--- config.mk ---
export PLATFORM = sky130hd
export DESIGN_NAME = pink_noise_acc
export DESIGN_NICKNAME = d
export VERILOG_FILES = /design/src/rtl/pink_pkg.sv /design/src/rtl/pink_tz_stage.sv /design/src/rtl/pink_slot_mem.sv /design/src/rtl/pink_noise_acc.sv
export SDC_FILE = /design/constraint.sdc
export NUM_CORES = 1
export LEC_CHECK = 0
export ABC_AREA = 1
export BUFFER_PORTS_ARGS = -buffer_cell sky130_fd_sc_hd__buf_2
export CAP_MARGIN = 20
export CELL_PAD_IN_SITES_DETAIL_PLACEMENT = 2
export CELL_PAD_IN_SITES_GLOBAL_PLACEMENT = 2
export CORE_MARGIN = 1.5
export CORE_UTILIZATION = 40
export DETAILED_ROUTE_END_ITERATION = 16
export HOLD_SLACK_MARGIN = 0.03
export PLACE_DENSITY_LB_ADDON = 0.1
export SYNTH_ARGS = -nofsm -noshare
export SYNTH_HDL_FRONTEND = slang
export SYNTH_SLANG_ARGS = --single-unit
--- constraint.sdc ---
create_clock -name clk -period 4 [get_ports clk]
set_clock_uncertainty 0.05 [all_clocks]
set_input_delay 0.2 -clock clk [delete_from_list [all_inputs] [get_ports clk]]
set_output_delay 0.2 -clock clk [all_outputs]
set_load 0.01 [all_outputs]
--- src/rtl/pink_pkg.sv ---
package pink_pkg;

    localparam int unsigned PINK_SAMPLE_W = 20;
    localparam int unsigned PINK_PTR_W    = 5;

    // Reference count of zero bits below the first set bit of a word of the
    // given width; returns the width for an all-zero word.
    function automatic int unsigned low_zero_run(input logic [63:0] w,
                                                 input int unsigned width);
        int unsigned n;
        n = width;
        for (int i = width - 1; i >= 0; i--) begin
            if (w[i]) n = i;
        end
        return n;
    endfunction

endpackage

--- src/rtl/pink_tz_stage.sv ---
// One halving step of the pipelined trailing-zero count. The sample that
// travels with the random word is delayed alongside it.
module pink_tz_stage #(
    parameter int unsigned RND_W    = 31,
    parameter int unsigned PTR_W    = 5,
    parameter int unsigned SAMPLE_W = 20,
    parameter int unsigned IDX      = 0
) (
    input  logic                       clk,
    input  logic                       rst_n,
    input  logic [RND_W-1:0]           bits_i,
    input  logic [PTR_W-1:0]           tz_i,
    input  logic signed [SAMPLE_W-1:0] smp_i,
    output logic [RND_W-1:0]           bits_o,
    output logic [PTR_W-1:0]           tz_o,
    output logic signed [SAMPLE_W-1:0] smp_o
);
    localparam int unsigned HALF = 1 << (PTR_W - 1 - IDX);
    localparam logic [RND_W-1:0] LOW_MASK  = RND_W'((64'd1 << HALF) - 64'd1);
    localparam logic [RND_W-1:0] KEEP_MASK = RND_W'((64'd1 << (HALF - 1)) - 64'd1);

    typedef struct packed {
        logic [RND_W-1:0]           bits;
        logic [PTR_W-1:0]           tz;
        logic signed [SAMPLE_W-1:0] smp;
    } stage_t;

    stage_t st_d, st_q;
    logic   low_clear;
    logic   unused_tz_msb;

    assign unused_tz_msb = tz_i[PTR_W-1];

    always_comb begin
        low_clear = (bits_i & LOW_MASK) == '0;
        st_d.bits = low_clear ? (bits_i >> HALF) : (bits_i & KEEP_MASK);
        st_d.tz   = {tz_i[PTR_W-2:0], low_clear};
        st_d.smp  = smp_i;
    end

    always_ff @(posedge clk or negedge rst_n) begin
        if (!rst_n) begin
            st_q <= '0;
        end else begin
            st_q <= st_d;
        end
    end

    assign bits_o = st_q.bits;
    assign tz_o   = st_q.tz;
    assign smp_o  = st_q.smp;

endmodule

--- src/rtl/pink_slot_mem.sv ---
// Slot storage: combinational read, write on the clock edge, cleared by reset.
module pink_slot_mem #(
    parameter int unsigned PTR_W  = 5,
    parameter int unsigned DATA_W = 20,
    localparam int unsigned SLOTS = 1 << PTR_W
) (
    input  logic              clk,
    input  logic              rst_n,
    input  logic              we_i,
    input  logic [PTR_W-1:0]  addr_i,
    input  logic [DATA_W-1:0] wdata_i,
    output logic [DATA_W-1:0] rdata_o
);
    logic [SLOTS-1:0][DATA_W-1:0] mem_d, mem_q;

    always_comb begin
        mem_d = mem_q;
        if (we_i) begin
            mem_d[addr_i] = wdata_i;
        end
    end

    always_ff @(posedge clk or negedge rst_n) begin
        if (!rst_n) begin
            mem_q <= '0;
        end else begin
            mem_q <= mem_d;
        end
    end

    assign rdata_o = mem_q[addr_i];

endmodule

--- src/rtl/pink_noise_acc.sv ---
module pink_noise_acc
    import pink_pkg::*;
#(
    parameter int unsigned SAMPLE_W = PINK_SAMPLE_W,
    parameter int unsigned PTR_W    = PINK_PTR_W,
    localparam int unsigned SLOTS   = 1 << PTR_W,
    localparam int unsigned RND_W   = SLOTS - 1,
    localparam int unsigned SUM_W   = SAMPLE_W + PTR_W
) (
    input  logic                       clk,
    input  logic                       rst_n,
    input  logic signed [SAMPLE_W-1:0] white_i,
    input  logic [RND_W-1:0]           rnd_i,
    output logic signed [SUM_W-1:0]    pink_o
);
    typedef struct packed {
        logic signed [SUM_W-1:0] acc;
        logic                    tog;
    } top_t;

    logic [RND_W-1:0]           bits_arr [PTR_W+1];
    logic [PTR_W-1:0]           tz_arr   [PTR_W+1];
    logic signed [SAMPLE_W-1:0] smp_arr  [PTR_W+1];

    assign bits_arr[0] = rnd_i;
    assign tz_arr[0]   = '0;
    assign smp_arr[0]  = white_i;

    for (genvar g = 0; g < PTR_W; g++) begin : g_tz
        pink_tz_stage #(
            .RND_W   (RND_W),
            .PTR_W   (PTR_W),
            .SAMPLE_W(SAMPLE_W),
            .IDX     (g)
        ) u_stage (
            .clk   (clk),
            .rst_n (rst_n),
            .bits_i(bits_arr[g]),
            .tz_i  (tz_arr[g]),
            .smp_i (smp_arr[g]),
            .bits_o(bits_arr[g+1]),
            .tz_o  (tz_arr[g+1]),
            .smp_o (smp_arr[g+1])
        );
    end

    logic                       unused_tail_bits;
    logic [PTR_W-1:0]           tail_tz;
    logic signed [SAMPLE_W-1:0] tail_smp;
    logic signed [SAMPLE_W-1:0] old_val;
    logic [SAMPLE_W-1:0]        mem_rdata;
    logic                       all_zero;
    logic                       wr_en;
    logic                       tog_q;
    top_t                       top_d, top_q;

    // After the last halving nothing of the word is left.
    assign unused_tail_bits = |bits_arr[PTR_W];
    assign tail_tz  = tz_arr[PTR_W];
    assign tail_smp = smp_arr[PTR_W];
    assign old_val  = mem_rdata;

    pink_slot_mem #(
        .PTR_W (PTR_W),
        .DATA_W(SAMPLE_W)
    ) u_mem (
        .clk    (clk),
        .rst_n  (rst_n),
        .we_i   (wr_en),
        .addr_i (tail_tz),
        .wdata_i(tail_smp),
        .rdata_o(mem_rdata)
    );

    // An all-ones count only arises from an all-zero word; such words refresh
    // the top slot on every second occurrence.
    always_comb begin
        all_zero = tail_tz == '1;
        wr_en    = !all_zero || top_q.tog;
        top_d    = top_q;
        if (all_zero) begin
            top_d.tog = !top_q.tog;
        end
        if (wr_en) begin
            top_d.acc = top_q.acc + SUM_W'(tail_smp) - SUM_W'(old_val);
        end
    end

    always_ff @(posedge clk or negedge rst_n) begin
        if (!rst_n) begin
            top_q <= '0;
        end else begin
            top_q <= top_d;
        end
    end

    assign tog_q  = top_q.tog;
    assign pink_o = top_q.acc;

endmodule

Yosys cells after proc, flatten, opt, wreduce, memory -nomap -nowiden
Index checks and enable logic that the tools add are counted.
{"block": "totals", "regBits": 807, "in_bits": 53}
{"block": "classes", "add_sub_neg": 2, "n_lt_le_gt_ge": 2, "eq_ne": 1, "n_mux": 9, "n_reduce_logical": 9}
{"cell": "$bwmux W640", "count": 1}
{"cell": "$logic_not A31 Y1", "count": 5}
{"cell": "$bmux W20 S5", "count": 1}
{"cell": "$demux W20 S5", "count": 1}
{"cell": "$mux W20", "count": 2}
{"cell": "$add A25 B20 Y25", "count": 1}
{"cell": "$sub A25 B20 Y25", "count": 1}
{"cell": "$mux W15", "count": 1}
{"cell": "$mux W7", "count": 1}
{"cell": "$lt A5 B6 Y1 const B", "count": 1}
{"cell": "$eq A5 B5 Y1 const B", "count": 1}
{"cell": "$ge A5 B1 Y1 const B", "count": 1}
{"cell": "$mux W3", "count": 1}
{"cell": "$logic_not A1 Y1", "count": 2}
{"cell": "$logic_and A1 B1 Y1", "count": 1}
{"cell": "$logic_or A1 B1 Y1", "count": 1}
{"cell": "$mux W1", "count": 1}

Depth between registers and ports, before layout
{"block": "depth", "word_depth": 5, "mapped_depth": 26, "ltp_nobuf": 23}

By module
Synthesis repeated with hierarchy kept, for this count alone.
{"block": "unflattened", "cells_unflattened": 5224, "hier_area_um2": 41323.4}
{"mod": "pink_slot_mem", "instances": 1, "cells_each": 4045, "area_each_um2": 29625.9}
{"mod": "pink_noise_acc", "instances": 1, "cells_each": 594, "area_each_um2": 3667.3}
{"mod": "pink_tz_stage (g_tz[3].u_stage)", "instances": 1, "cells_each": 122, "area_each_um2": 1709.1}
{"mod": "pink_tz_stage (g_tz[4].u_stage)", "instances": 1, "cells_each": 121, "area_each_um2": 1650.3}
{"mod": "pink_tz_stage (g_tz[2].u_stage)", "instances": 1, "cells_each": 120, "area_each_um2": 1602.8}
{"mod": "pink_tz_stage (g_tz[1].u_stage)", "instances": 1, "cells_each": 103, "area_each_um2": 1591.5}
{"mod": "pink_tz_stage (g_tz[0].u_stage)", "instances": 1, "cells_each": 119, "area_each_um2": 1476.4}

Least setup slack after synthesis
Ideal clock, no wire load.
{"block": "synth_path", "kind": "register to register", "start": "register g_tz[4].u_stage.st_q (netlist bit g_tz[4].u_stage.tz_o[0])", "end": "register top_q (netlist bit pink_o[22])", "arrival_time_ns": 3.529, "required_ns": 3.833, "setup_slack_ns": 0.304, "path_stages_with_launch": 24, "synth_period_minus_slack_ns": 3.696, "cell_sequence": "dfrtp_1 buf_4 inv_2 nor2_1 buf_2 buf_2 buf_2 a22oi_1 nand2_1 a221oi_1 nand2_1 ha_1 inv_1 ha_1 inv_1 fa_1 o21ai_0 a21oi_1 inv_1 nand3_1 nand3_1 nand2_1 nand3_1 nand2_1"}
{"block": "synth_between", "elab_chain_cells": 3, "elab_cells_between_ends": 6, "cone_classes": "add/sub: 1; eq/ne: 1; mux: 2; reduce/logical: 2"}
{"item": "start, declared", "line": "pink_tz_stage.sv:28", "rtl": "stage_t st_d, st_q;"}
{"item": "start signal, assigned", "line": "pink_tz_stage.sv:45", "rtl": "st_q <= st_d;"}
{"item": "$bmux W20 S5 or $eq A5 B5 Y1 (tied branches)", "line": "pink_slot_mem.sv:31, pink_noise_acc.sv:78"}
{"item": "$mux W20 (implied by the code) or $logic_not A1 Y1 (tied branches)", "line": "pink_slot_mem.sv:31, pink_noise_acc.sv:79"}
{"item": "$sub A25 B20 Y25 or $logic_or A1 B1 Y1 (tied branches)", "line": "pink_noise_acc.sv:85, pink_noise_acc.sv:79"}
{"item": "end signal, assigned", "line": "pink_noise_acc.sv:93", "rtl": "top_q <= top_d;"}
{"item": "end, declared", "line": "pink_noise_acc.sv:55", "rtl": "top_t top_d, top_q;"}
Several ways; a longest one is shown, not always the timed one. The select of a mux whose other input is x is not followed.
A chain may end at the register's enable or synchronous reset.

Worst setup path after layout
{"block": "layout_path", "start": "register g_tz[4].u_stage.st_q (netlist bit g_tz[4].u_stage.tz_o[1])", "end": "register top_q (netlist bit pink_o[24])"}
Same word-level chain as after synthesis.

==> impl_metrics.tcl <==
set metrics [dict create \
    crit_fanout 10 \
    seq_area_frac_synth_pct 58.8 \
    multi_input_area_um2 13500 \
    critPathRequiredTime_ns 4.50 \
    worst_hold_slack_ns 0.0533 \
    cts_num_sinks 807 \
    synthCells 3753 \
    finalHoldViolCount 0 \
    yosysWarnings 0 \
    syn_to_final_growth_pct 26.9 \
    critPathCaptureType "flip-flop" \
    setup_viol 19 \
    fin_nets 4163 \
    clk_path_buf_depth 3 \
    p_leak_nw 20.0 \
    drt-initial-drc-count 1918 \
    std_cell_rows 107 \
    drv_cap 0 \
    worst_pin_slew_ns 1.01 \
    wl_per_cell_um 27.9 \
    reg2reg_depth 23 \
    core_um2 85100 \
    dpl_worst_slack_ns -0.616 \
    ir_drop_v 0.000472 \
    globalplace.congestion 0.867 \
    status "complete, but fails checks" \
    hpwlAfterDp_um 88000 \
    antenna_found_initial 7 \
    maxSlewViolCount 0 \
    fin_cells 5277 \
    seqCellArea_um2 20200 \
    period_minus_slack_ns 4.28 \
    hold_path_class "input pin to asynchronous set/reset pin" \
    boundaryPins 78 \
    grt_pass1_wl_um 216000 \
    drc 0 \
    die_area_um2 87600 \
    die_y_um 296 \
    place_inst 5011 \
    path_class "flip-flop to flip-flop" \
    syn_nets 3855 \
    cpMaxStageDelayCell "fa_1" \
    maxSlewHeadroom_pct 32.6 \
    ys_seq_elements 807 \
    vias 30400 \
    via_per_inst 5.76 \
    synth.area.top_cells "dfrtp_1 59%, nand2_1 12%, o21ai_0 10%" \
    async_flop_share_pct 100 \
    ant_nets 0 \
    drt-total-wl_um 147000 \
    critPathMaxStageDelay_ns 0.51 \
    synth_edf_count 0 \
    grt_use_total_pct 32.8 \
    die_w_um 296 \
    htreeDepth 3 \
    grt_pass1_vias 34200 \
    powerDensity_nw_per_um2 626 \
    synthesis.area_um2 34300 \
    fmax_mhz 233 \
    crit_top_cell "nand2_1" \
    crit_path_cell_trace "buf_12 -> nor2_4 -> bufbuf_16 -> buf_12 -> nand2_1 -> o21ai_1 -> o21ai_2 -> nand2_2 -> nor2_1 -> nand2_1 -> fa_1 -> inv_1 -> ha_4 -> buf_4 -> nand2_2 -> o21ai_2 -> nand2_1 -> nand2_1 -> nand2_1 -> nand3_2 -> nand3_1 -> nand3_1 -> nand2_1" \
    io_buffers 77 \
    root_buffer "clkbuf_16" \
    initial_core_util_pct 40.3 \
    n_antenna_cell 0 \
    grt_overflow 0 \
    syn_area_per_cell_um2 9.14 \
    worst_slack_ns -0.285 \
    clkTransAtPathRegs_ns 0.07 \
    synth_top_area_share_pct 58.8 \
    yosysUniqueCellTypes 41 \
    period_share_pct 107 \
    cts_buffers 90 \
    rsz0062_at_grt "yes" \
    drive_gt1_share_pct 20.3 \
    ys.flop_type "dfrtp_1" \
    nFillCells 8852 \
    grt_max_degree 124 \
    critPathArrivalTime_ns 4.79 \
    cts_tree "done" \
    violations "negative setup slack" \
    drtPass1Iterations 5 \
    startpoint_type "flip-flop" \
    clock_latency_ns 0.71 \
    synth_area_leader_cell "dfrtp_1" \
    postLayoutCoreUtil_pct 51.1 \
]
[stage by stage]
step           power (mW)  setup TNS, ns  cell area [um2]
3_5_place_dp         15.6          -8.03            37900
2_1_floorplan        12.2              0            34300
6_report             27.2          -3.30            43500
3_3_place_gp         15.3          -5.00            37900
5_1_grt              28.3          -5.16            43500
4_1_cts              25.6         -0.483            42800
[layer usage]
layer / vias to the layer above / part of all wire (%) / track usage, %
met4: 2 / 3.4 / 11.4
met2: 806 / 50 / 56.4
met1: 16200 / 43 / 43.0
met3: 287 / 3.5 / 3.69
li1: 13100 / - / -
met5: - / 0.0088 / 0
[Yosys cell counts, types with 25 or more instances]
library cell / count
o21ai_0: 712
dfrtp_1: 807
buf_2: 46
nand2_1: 1128
o22ai_1: 38
o21ai_1: 29
nand3_1: 28
a22oi_1: 211
a21oi_1: 44
nand4_1: 25
ha_1: 25
clkbuf_1: 212
inv_1: 244
nor2_1: 58
[path summary, 6_finish.rpt]
| check | from | to | slack [ns] |
|---|---|---|---|
| setup / recovery | g_tz[4].u_stage.tz_o[1] | pink_o[24] | -0.28 |
| hold / removal | rst_n | u_mem.mem_q[602] | 0.05 |
| setup reg to reg | g_tz[4].u_stage.tz_o[1] | pink_o[24] | -0.28 |
| hold reg to reg | g_tz[2].u_stage.tz_o[1] | g_tz[3].u_stage.tz_o[2] | 0.29 |
| max in group asynchronous | rst_n | u_mem.mem_q[29] | 2.44 |
| min in group clk | white_i[0] | g_tz[0].u_stage.smp_o[0] | 0.10 |
[sequential cells by signal, summed over array words and instances (netlist names)]
name and flops:
g_tz.u_stage.bits_o 26, g_tz.u_stage.smp_o 100, g_tz.u_stage.tz_o 15, pink_o 25, tog_q 1, u_mem.mem_q 640
[power breakdown]
part / switching [mW] / internal, mW
sequential: 0.437 / 8.72
clock: 3.80 / 5.21
combinational: 5.14 / 3.94
total: 9.38 / 17.9
[worst max-delay path: cells and delay by family, from the launching register on]
kind | cells | cell delay (ns)
adder cells (fa/ha/maj) | 2 | 0.82
flip-flops | 1 | 0.46
AO/OA/AOI/OAI | 3 | 0.70
buffers and inverters | 5 | 0.78
AND/OR/NAND/NOR | 13 | 1.33
[cells in the final DEF (no fill, tap or decap), drive strengths merged, types with 4 or more instances in the layout]
cell and n:
or2 7, a21boi 7, a22o 5, xnor2 8, a221oi 23, fa 24, nor3 15, nand2 1129
clkinvlp 6, nand3b 4, clkinv 24, o22ai 38, inv 258, dfrtp 807, o21bai 4, ha 25
xor2 4, nand3 28, a21oi 44, nor2 60, dlygate4sd3 52, a21o 9, a22oi 211, nand4 25
buf 422, clkbuf 127, nor4 6, o21ai 741, bufinv 10
[logic make-up after synthesis]
group / count (synthesis) / synth area share, %
fa+ha+maj: 49 / 2.31
flops: 807 / 58.8
simple gates: 1276 / 14.6
xor+xnor: 12 / 0.306
buf+inv: 521 / 5.88
compound gates: 1088 / 18.0
[area by class of cell]
| type | count | share of cell area [%] |
|---|---|---|
| sequential | 807 | 46.4 |
| multi-input combinational | 2425 | 30.9 |
| timing repair buffer | 477 | 9.88 |
| clock buffer | 126 | 5.95 |
| tap | 1144 | 3.29 |
| inverter | 260 | 2.28 |
| clock inverter | 38 | 1.29 |
[what timing repair did]
item	CTS	global route
endpoints found under the setup margin	21	20
hold buffers	52	0
endpoints found under the hold margin	116	0
gates resized for setup	234	156
pin swaps	55	39
buffers inserted	25	21
cloned	5	1
Note: power is estimated with default switching activity, not from simulation.
